### src/rtl/swp_pkg.sv
package swp_pkg;

  localparam int CODE_N = 5;
  localparam int CI_AA  = 0;
  localparam int CI_55  = 1;
  localparam int CI_A0  = 2;
  localparam int CI_80  = 3;
  localparam int CI_20  = 4;

  localparam logic [14:0] ADR_ODD  = 15'h5555;
  localparam logic [14:0] ADR_EVEN = 15'h2AAA;

  typedef enum logic [2:0] {
    SQ_IDLE,
    SQ_C1,
    SQ_C2,
    SQ_ARMED,
    SQ_D3,
    SQ_D4,
    SQ_D5
  } sq_state_t;

  typedef enum logic [2:0] {
    EV_NONE,
    EV_CMD,
    EV_ARM,
    EV_DISARM,
    EV_AUTH,
    EV_STRAY
  } sq_event_t;

  function automatic logic [14:0] code_addr(input int idx);
    case (idx)
      CI_55:   return ADR_EVEN;
      default: return ADR_ODD;
    endcase
  endfunction

  function automatic logic [7:0] code_data(input int idx);
    case (idx)
      CI_AA:   return 8'hAA;
      CI_55:   return 8'h55;
      CI_A0:   return 8'hA0;
      CI_80:   return 8'h80;
      default: return 8'h20;
    endcase
  endfunction

endpackage

### src/rtl/swp_code_cmp.sv
module swp_code_cmp
  import swp_pkg::*;
#(
  parameter int ADDR_W = 15,
  parameter int DATA_W = 8
) (
  input  logic [ADDR_W-1:0] addr,
  input  logic [DATA_W-1:0] data,
  output logic [CODE_N-1:0] hit
);

  // One address/data comparator per command code.
  for (genvar gi = 0; gi < CODE_N; gi++) begin : g_code
    localparam logic [ADDR_W-1:0] CODE_A = ADDR_W'(code_addr(gi));
    localparam logic [DATA_W-1:0] CODE_D = DATA_W'(code_data(gi));
    assign hit[gi] = (addr == CODE_A) && (data == CODE_D);
  end

endmodule

### src/rtl/swp_seq_fsm.sv
module swp_seq_fsm
  import swp_pkg::*;
(
  input  logic              clk,
  input  logic              rst_n,
  input  logic              step_en,
  input  logic [CODE_N-1:0] hit,
  output sq_event_t         ev
);

  sq_state_t state_q;
  sq_state_t state_d;

  // Next state and event for the load being sampled.
  always_comb begin
    state_d = state_q;
    ev      = EV_NONE;
    if (step_en) begin
      state_d = SQ_IDLE;
      ev      = EV_STRAY;
      unique case (state_q)
        SQ_IDLE: begin
          if (hit[CI_AA]) begin
            state_d = SQ_C1;
            ev      = EV_CMD;
          end
        end
        SQ_C1: begin
          if (hit[CI_55]) begin
            state_d = SQ_C2;
            ev      = EV_CMD;
          end
        end
        SQ_C2: begin
          if (hit[CI_A0]) begin
            state_d = SQ_ARMED;
            ev      = EV_ARM;
          end else if (hit[CI_80]) begin
            state_d = SQ_D3;
            ev      = EV_CMD;
          end
        end
        SQ_ARMED: begin
          ev = EV_AUTH;
        end
        SQ_D3: begin
          if (hit[CI_AA]) begin
            state_d = SQ_D4;
            ev      = EV_CMD;
          end
        end
        SQ_D4: begin
          if (hit[CI_55]) begin
            state_d = SQ_D5;
            ev      = EV_CMD;
          end
        end
        SQ_D5: begin
          if (hit[CI_20]) begin
            ev = EV_DISARM;
          end
        end
        default: begin
          state_d = SQ_IDLE;
        end
      endcase
    end
  end

  always_ff @(posedge clk or negedge rst_n) begin
    if (!rst_n) begin
      state_q <= SQ_IDLE;
    end else if (step_en) begin
      state_q <= state_d;
    end
  end

endmodule

### src/rtl/swp_lock_timer.sv
module swp_lock_timer #(
  parameter int LOCK_CYCLES = 37500
) (
  input  logic clk,
  input  logic rst_n,
  input  logic start,
  output logic locked
);

  localparam int CW = $clog2(LOCK_CYCLES + 1);

  logic [CW-1:0] cnt_q;
  logic [CW-1:0] cnt_d;
  logic          lock_q;
  logic          lock_d;
  logic          upd_en;

  always_comb begin
    cnt_d  = cnt_q;
    lock_d = lock_q;
    if (start) begin
      cnt_d  = CW'(LOCK_CYCLES - 1);
      lock_d = 1'b1;
    end else if (lock_q) begin
      if (cnt_q == '0) begin
        lock_d = 1'b0;
      end else begin
        cnt_d = cnt_q - 1'b1;
      end
    end
  end

  assign upd_en = start | lock_q;

  always_ff @(posedge clk or negedge rst_n) begin
    if (!rst_n) begin
      cnt_q  <= '0;
      lock_q <= 1'b0;
    end else if (upd_en) begin
      cnt_q  <= cnt_d;
      lock_q <= lock_d;
    end
  end

  assign locked = lock_q;

endmodule

### src/rtl/swp_guard.sv
module swp_guard
  import swp_pkg::*;
#(
  parameter int ADDR_W      = 15,
  parameter int DATA_W      = 8,
  parameter int LOCK_CYCLES = 37500
) (
  input  logic              clk,
  input  logic              rst_n,
  input  logic              load_valid,
  input  logic [ADDR_W-1:0] load_addr,
  input  logic [DATA_W-1:0] load_data,
  output logic              write_allow,
  output logic              prot_on,
  output logic              lockout
);

  // Reset: asynchronous assertion, synchronous release.
  logic [1:0] rst_pipe_q;
  logic       srst_n;

  always_ff @(posedge clk or negedge rst_n) begin
    if (!rst_n) begin
      rst_pipe_q <= 2'b00;
    end else begin
      rst_pipe_q <= {rst_pipe_q[0], 1'b1};
    end
  end

  assign srst_n = rst_pipe_q[1];

  logic [CODE_N-1:0] hit;
  sq_event_t         ev;
  logic              step_en;
  logic              start_lock;
  logic              allow_d;
  logic              allow_q;
  logic              prot_d;
  logic              prot_q;
  logic              prot_en;

  assign step_en = load_valid & ~lockout;

  swp_code_cmp #(
    .ADDR_W (ADDR_W),
    .DATA_W (DATA_W)
  ) u_cmp (
    .addr (load_addr),
    .data (load_data),
    .hit  (hit)
  );

  swp_seq_fsm u_fsm (
    .clk     (clk),
    .rst_n   (srst_n),
    .step_en (step_en),
    .hit     (hit),
    .ev      (ev)
  );

  // Decision for the sampled load.
  always_comb begin
    allow_d    = 1'b0;
    start_lock = 1'b0;
    prot_d     = prot_q;
    prot_en    = 1'b0;
    case (ev)
      EV_AUTH:   allow_d = 1'b1;
      EV_STRAY: begin
        allow_d    = ~prot_q;
        start_lock = prot_q;
      end
      EV_ARM: begin
        prot_d  = 1'b1;
        prot_en = 1'b1;
      end
      EV_DISARM: begin
        prot_d  = 1'b0;
        prot_en = 1'b1;
      end
      default: ;
    endcase
  end

  always_ff @(posedge clk or negedge srst_n) begin
    if (!srst_n) begin
      allow_q <= 1'b0;
    end else begin
      allow_q <= allow_d;
    end
  end

  always_ff @(posedge clk or negedge srst_n) begin
    if (!srst_n) begin
      prot_q <= 1'b0;
    end else if (prot_en) begin
      prot_q <= prot_d;
    end
  end

  swp_lock_timer #(
    .LOCK_CYCLES (LOCK_CYCLES)
  ) u_lock (
    .clk    (clk),
    .rst_n  (srst_n),
    .start  (start_lock),
    .locked (lockout)
  );

  assign write_allow = allow_q;
  assign prot_on     = prot_q;

endmodule

### config.mk
export PLATFORM = sky130hd
export DESIGN_NAME = swp_guard
export DESIGN_NICKNAME = d
export VERILOG_FILES = /design/src/rtl/swp_pkg.sv /design/src/rtl/swp_code_cmp.sv /design/src/rtl/swp_seq_fsm.sv /design/src/rtl/swp_lock_timer.sv /design/src/rtl/swp_guard.sv
export SDC_FILE = /design/constraint.sdc
export NUM_CORES = 1
export LEC_CHECK = 0
export ABC_AREA = 1
export CORE_MARGIN = 3
export CORE_UTILIZATION = 23
export CTS_CLUSTER_SIZE = 12
export DETAILED_ROUTE_END_ITERATION = 16
export GPL_ROUTABILITY_DRIVEN = 1
export SYNTH_ARGS = -nofsm -noshare
export SYNTH_HDL_FRONTEND = slang
export SYNTH_SLANG_ARGS = --single-unit
export TNS_END_PERCENT = 100
### constraint.sdc
create_clock -name clk -period 1.29 [get_ports clk]
set_input_delay 0.258 -clock clk [delete_from_list [all_inputs] [get_ports clk]]
set_output_delay 0.258 -clock clk [all_outputs]
set_load 0.03 [all_outputs]
* Word-level counts from Yosys, hierarchy flattened
Cells that the tools add are included.
Word-level totals: register bits 24, input port bits 26, output and inout port bits 3, logic and storage cells 67
Cells by class: add/subtract/negate cells 1, eq/ne operators 18, multiplexer cells 24, reductions and logical operators 14, bitwise logic cells 4
Operators with widths (count):
- two-way mux 16 bit | 3
- two-way mux 3 bit | 10
- one-hot mux 3 bit (5 select lines) | 2
- equality test 8 bit (second input constant) | 3
- logical NOT 16 bit | 1
- subtractor 16 x 1 -> 16 bit (second input constant) | 1
- equality test 15 x 14 -> 1 bit (second input constant) | 1
- equality test 15 bit (second input constant) | 1
- equality test 3 bit (second input constant) | 5
- equality test 3 x 2 -> 1 bit (second input constant) | 4
- equality test 8 x 6 -> 1 bit (second input constant) | 1
- equality test 8 x 7 -> 1 bit (second input constant) | 1
- two-way mux 1 bit | 6
- OR reduction 2 bit | 3
- logical AND 1 bit | 5
- one-hot mux 1 bit (2 select lines) | 2
- nonzero test 2 bit | 2
- equality test 3 x 1 -> 1 bit (second input constant) | 1
- logical NOT 3 bit | 1
- AND reduction 3 bit | 1
- two-way mux 2 bit | 1
- != test 2 x 1 -> 1 bit (second input constant) | 1
- NOT 1 bit | 2
- AND reduction 2 bit | 1
- 2 further kinds | 2

* Depth between registers and ports, before layout
word-level depth 10, gate-level depth with buffers 12, gate-level depth less buffers 12

* Cells and area by module
A second synthesis with hierarchy kept.
Second synthesis, totals: cell total of the unflattened synthesis 284, area, all modules 1820.5 sq um
Modules (own cells, without submodules):
- swp_lock_timer | sequential area each 425.4 sq um, instances 1, area an instance 1161.1 sq um, cells an instance 160
- swp_code_cmp | sequential area each 0.0 sq um, instances 1, area an instance 265.3 sq um, cells an instance 66
- swp_seq_fsm | sequential area each 75.1 sq um, instances 1, area an instance 236.5 sq um, cells an instance 39
- swp_guard | sequential area each 100.1 sq um, instances 1, area an instance 157.7 sq um, cells an instance 19

* Worst setup path after synthesis
Ideal clock, no wire load.
path kind register to register, start register u_lock.cnt_q[0], end register u_lock.cnt_q[6], stages on the path, launching flop included 11, buffers on the path 0, setup slack -0.221 ns, arrival time 1.388 ns, library setup time 0.123 ns, period minus slack after synthesis 1.511 ns, required time 1.167 ns, cells stage by stage dfrtp_1 -> inv_1 -> ha_1 -> nand2_1 -> nor2_2 -> nand2_2 -> nand2_4 -> nor2_1 -> nand3_1 -> xor2_1 -> o21ai_2
Between the ends: cells in the longest elaborated chain, start to end 4, elaborated cells between the ends (all ways) 7, those cells by class add/sub (1); eq/ne (1); mux (3); reduce/logical (2)
Ends and longest elaborated chain:
- start: declaration | line swp_lock_timer.sv:12 | logic [CW-1:0] cnt_q;
- start signal: assignment | line swp_lock_timer.sv:40 | cnt_q <= cnt_d;
- subtractor 16 x 1 -> 16 bit | line swp_lock_timer.sv:28 | cnt_d = cnt_q - 1'b1;
- two-way mux 16 bit | line swp_lock_timer.sv:25 | if (cnt_q == '0) begin
- two-way mux 16 bit | line swp_lock_timer.sv:24 | end else if (lock_q) begin
- two-way mux 16 bit | line swp_lock_timer.sv:21 | if (start) begin
Several ways; a longest one is shown, not always the timed one. The select of a mux whose other input is x is not followed. A chain may end at the register's enable or synchronous reset.

* Worst setup path after layout
start register u_fsm.state_q[0], end register u_lock.cnt_q[9]
Between the ends: cells in the longest elaborated chain, start to end 8, elaborated cells between the ends (all ways) 18, those cells by class eq/ne (8); mux (4); bitwise (1); reduce/logical (5)
Ends and longest elaborated chain:
- start: declaration | line swp_seq_fsm.sv:11 | sq_state_t state_q;
- start signal: assignment | line swp_seq_fsm.sv:74 | state_q <= state_d;
- equality test 3 x 1 -> 1 bit (tied with other cells) | line swp_seq_fsm.sv:21 | unique case (state_q)
- OR reduction 2 bit (no source line)
- one-hot mux 3 bit (5 select lines) (*) | line swp_seq_fsm.sv:21
- two-way mux 3 bit (*) | line swp_seq_fsm.sv:18 | if (step_en) begin
- equality test 3 bit (*) | line swp_guard.sv:67 | case (ev)
- two-way mux 1 bit (*) | line swp_guard.sv:67
- != test 2 x 1 -> 1 bit (no source line) (tied with other cells)
- AND reduction 3 bit (no source line)
Mark *: on every way between the ends. The rest lies on a longest branch, timed or not.

==> results.txt <==
- Mean routed wirelength per cell: a little over 10 um
- Top cells by area in the synthesized netlist: dfrtp_1 34%, nand2_1 10%, nor2_1 10%, inv_1 7.6%, xor2_1 6.4%
- Half-perimeter wire length after detailed placement: between 3000 and 4000 um
- Count of boundary I/O pins: 29
- The count of nets left with antenna violations once routing finished came out at 0.
* Met2 global-route usage: between 10% and 20%
* Share of layout cells above drive strength 1: between 40% and 50%
- Post-synth cell types: 28
* Avg Synthesized Cell Area: around 7.1 um2
- P_sw: 362.3 uW
* Clock tree from TritonCTS: yes
- The synthesized design contains 24 register bits.
- Measured along the x axis, the die boundary spans roughly 94 um.
- Entering global routing, the biggest net connects 14 pins.
- Commonest cells post-synth: 47 x nand2_1, 47 x nor2_1, 36 x inv_1, 24 x dfrtp_1, 19 x nand3_1
- Share of the yosys chip area belonging to registers: between 30% and 40%
- For this run, the leading register cell type out of synthesis is dfrtp_1.
- Port-buffer cells: 28
- Failing checks: negative setup slack
- Category of the most critical setup path: reg -> reg
* Area added between synthesis and finish: 58.47%
- After layout, the worst setup slack is -0.2546 ns.
* Highest clock rate: between 0.6 and 0.7 GHz
- In this run the worst path has a maximum fanout of 6.
* Number of antenna violations at the first check in global routing: 0
* Final Max Tran Viols: 0
- Number of placement rows: 31
- The worst-case IR drop observed on VDD is 497.5 uV.
- Combined global-route utilization of all metal layers: 10.31%
* First-pass GRT wire length: roughly 7500 um
* GR Layer Usage met1: between 10 and 15%
* Net Count, Synth: approximately 280
- Between clock sinks in the finished design, the worst skew comes to between 0.006 and 0.007 ns.
- Cells fill between 30% and 40% of the core in the end.
- Gate power share: approximately 17%
- The initial utilization of the core area, before any placement, comes to 24.04%.
* Max-slew headroom at the worst pin: roughly 65%
* Placeable core area: around 7400 um2
- Total of max-cap violations: 0
- Minimum clock period after layout: approximately 1.5 ns
- Total gr overflow: 0
* Final setup fails: 21
* Standby leakage power: 0.001304 uW
* # hold bufs at CTS: 0
- Measured along the y axis, the die boundary spans between 90 and 100 um.
- Tightest Pin Transition: 0.5247 ns
- During synthesis, Yosys emitted a total of 0 warnings.
- met2 is the most crowded layer.
* Post-route clock period utilization: 119.7%
- Run status: finished, violations left
- The worst setup path is launched from a flip-flop.
- The first detailed-routing pass took 4 iterations.
- Final-report hold violation count: 0
- Met3 Usage GRT: under 10%
- Vias: roughly 1700
- Internal power comes to 1101 uW.
- Violation count after the first detailed-route iteration: 80
- Total CTS buffers: 3
- Number of H-tree branching levels: 1
- The completed layout was analyzed and its total power is 1463 uW.
- Count of flip-flops with a built-in enable after synthesis: 0
- Net count of the finished layout: between 300 and 400
- Async set-reset flop share out of synthesis: 100.0%
- Setup repair after global routing could not meet its margin everywhere.
* Number of fill cells: 775
* Worst min-delay path class: in -> async
- Proportion of total power due to net switching: 24.76%
- Worst-case clock buffer depth: 2
- For the worst setup path, the data arrival time is approximately 1.7 ns.
- At the end of routability-driven placement, the weighted congestion stood at around 0.78.
- Wires add up to 4317 um.
- Cells after Synth: 248
- Clock Latency Late Sink: between 0.2 and 0.3 ns
- 0 antenna diodes ended up in the layout.
* Worst endpoint required time: between 1 and 1.5 ns
- Per report_power, the sequential group accounts for between 50 and 60% of the total.
- Minimum hold slack: around 0.14 ns
- For this design, the sink count on the clock tree is 24.
- The clock network burns about 31% of the power.
* PD cells: 521.2 nW/um2
- In the routed design, unresolved DRC markers number 0.
* Top cell type by total area after synthesis: dfrtp_1
- Cell area after technology mapping: around 1800 um2
- The number of global-route vias before repair came to 1767.
* Clock Pin Slew Worst Setup and Hold Paths: approximately 0.08 ns
* Endpoint kind of the worst setup timing path: flip-flop
* Share of Yosys cell area claimed by the top area cell type: roughly a third
- Clock Tree Root: clkbuf_8
- The die covers between 8000 and 9000 um2.
* Routed via count divided by cell count: between 4 and 5
[timing repair]
item	4_1_cts	5_1_grt
gates resized for setup	56	16
hold endpoints to repair	0	0
pin swaps	36	7
setup buffers	9	5
setup endpoints to repair	24	24
[kinds of logic after synthesis]
logic type                 after synthesis  synth area share [%]
xor gates and xnor gates                15                 7.415
buffers and inverters                   42                 9.745
other                                    1                0.2117
adders and majority gates                1                0.7061
AOI/OAI and AO/OA                       18                 8.404
and+or+nand+nor                        147                 39.62
DFF                                     24                 33.90
[flip-flops by register name, summed over array words and instances (netlist names)]
register,count
prot_on,1
rst_pipe_q,2
u_fsm.state_q,3
u_lock.cnt_q,16
u_lock.locked,1
write_allow,1
[worst paths after layout]
path | startpoint | end | slack (ns) | depth (start not counted)
worst min-delay path | rst_n | rst_pipe_q[1]$_DFF_PN0_ | 0.14 | 1
worst max-delay path | u_fsm.state_q[0]$_DFFE_PN0P_ | u_lock.cnt_q[9]$_DFFE_PN0P_ | -0.25 | 8
max in group asynchronous | rst_pipe_q[1]$_DFF_PN0_ | u_lock.cnt_q[3]$_DFFE_PN0P_ | 0.57 | 1
worst min register to register | rst_pipe_q[1]$_DFF_PN0_ | u_lock.cnt_q[9]$_DFFE_PN0P_ | 0.22 | 0
min in group clk | rst_pipe_q[0]$_DFF_PN0_ | rst_pipe_q[1]$_DFF_PN0_ | 0.35 | 0
worst max register to register | u_fsm.state_q[0]$_DFFE_PN0P_ | u_lock.cnt_q[9]$_DFFE_PN0P_ | -0.25 | 8
[cell type report]
cell class,instances,area (um2),share of cell area [%]
multi-input cells,182,1185,42.20
repair buffers,80,694.4,24.73
flip-flops and latches,24,604.3,21.52
clock buffers,4,45.04,1.604
well taps,99,123.9,4.412
inverters,40,155.1,5.526
[per-stage QoR]
stage / std cells / setup TNS [ns] / instance area (um2) / setup slack [ns]
after global placement: 412 / -13.66 / 2530 / -0.6804
after CTS: 424 / -4.176 / 2725 / -0.2353
after floorplan: 248 / -1.383 / 1839 / -0.1144
final: 429 / -4.546 / 2808 / -0.2546
after global routing: 429 / -6.257 / 2808 / -0.3267
after detailed placement: 412 / -13.87 / 2530 / -0.6779
[routing by layer]
layer	up-vias	wire, um
li1	932	-
met1	787	1964
met2	13	2248
met3	2	70
met4	0	34
met5	-	0
[cell usage in the layout (no fill, tap or decap), drive strengths merged]
cell,instances
dfrtp,24
clkinv,1
nand3,19
ha,1
nand3b,2
nand4,4
inv,39
dlygate4sd2,21
clkbuf,5
o21bai,3
nand2,56
nor2,58
clkdlybuf4s15,2
nor3,6
xnor2,2
clkdlybuf4s50,2
conb,1
o21ai,11
o211ai,1
xor2,13
buf,54
a21oi,3
or2,2
[power groups by stage]
stage / Sequential (uW) / Combinational (uW) / Clock (uW)
3_5_place_dp: 787 / 221 / 0
4_1_cts: 773 / 226 / 465
5_1_grt: 776 / 268 / 506
6_report: 774 / 242 / 448
3_3_place_gp: 787 / 217 / 0
2_1_floorplan: 787 / 93.9 / 0
[worst max-delay path, stage by stage (launching register included)]
cell and delay, ns:
dfrtp_2 0.50, nor3_4 0.24, buf_4 0.16, nand3_4 0.08, nand2_2 0.10, nand2_4 0.08
nand2_8 0.09, buf_12 0.12, o21bai_2 0.07
Note: power is estimated with default switching activity, not from simulation.
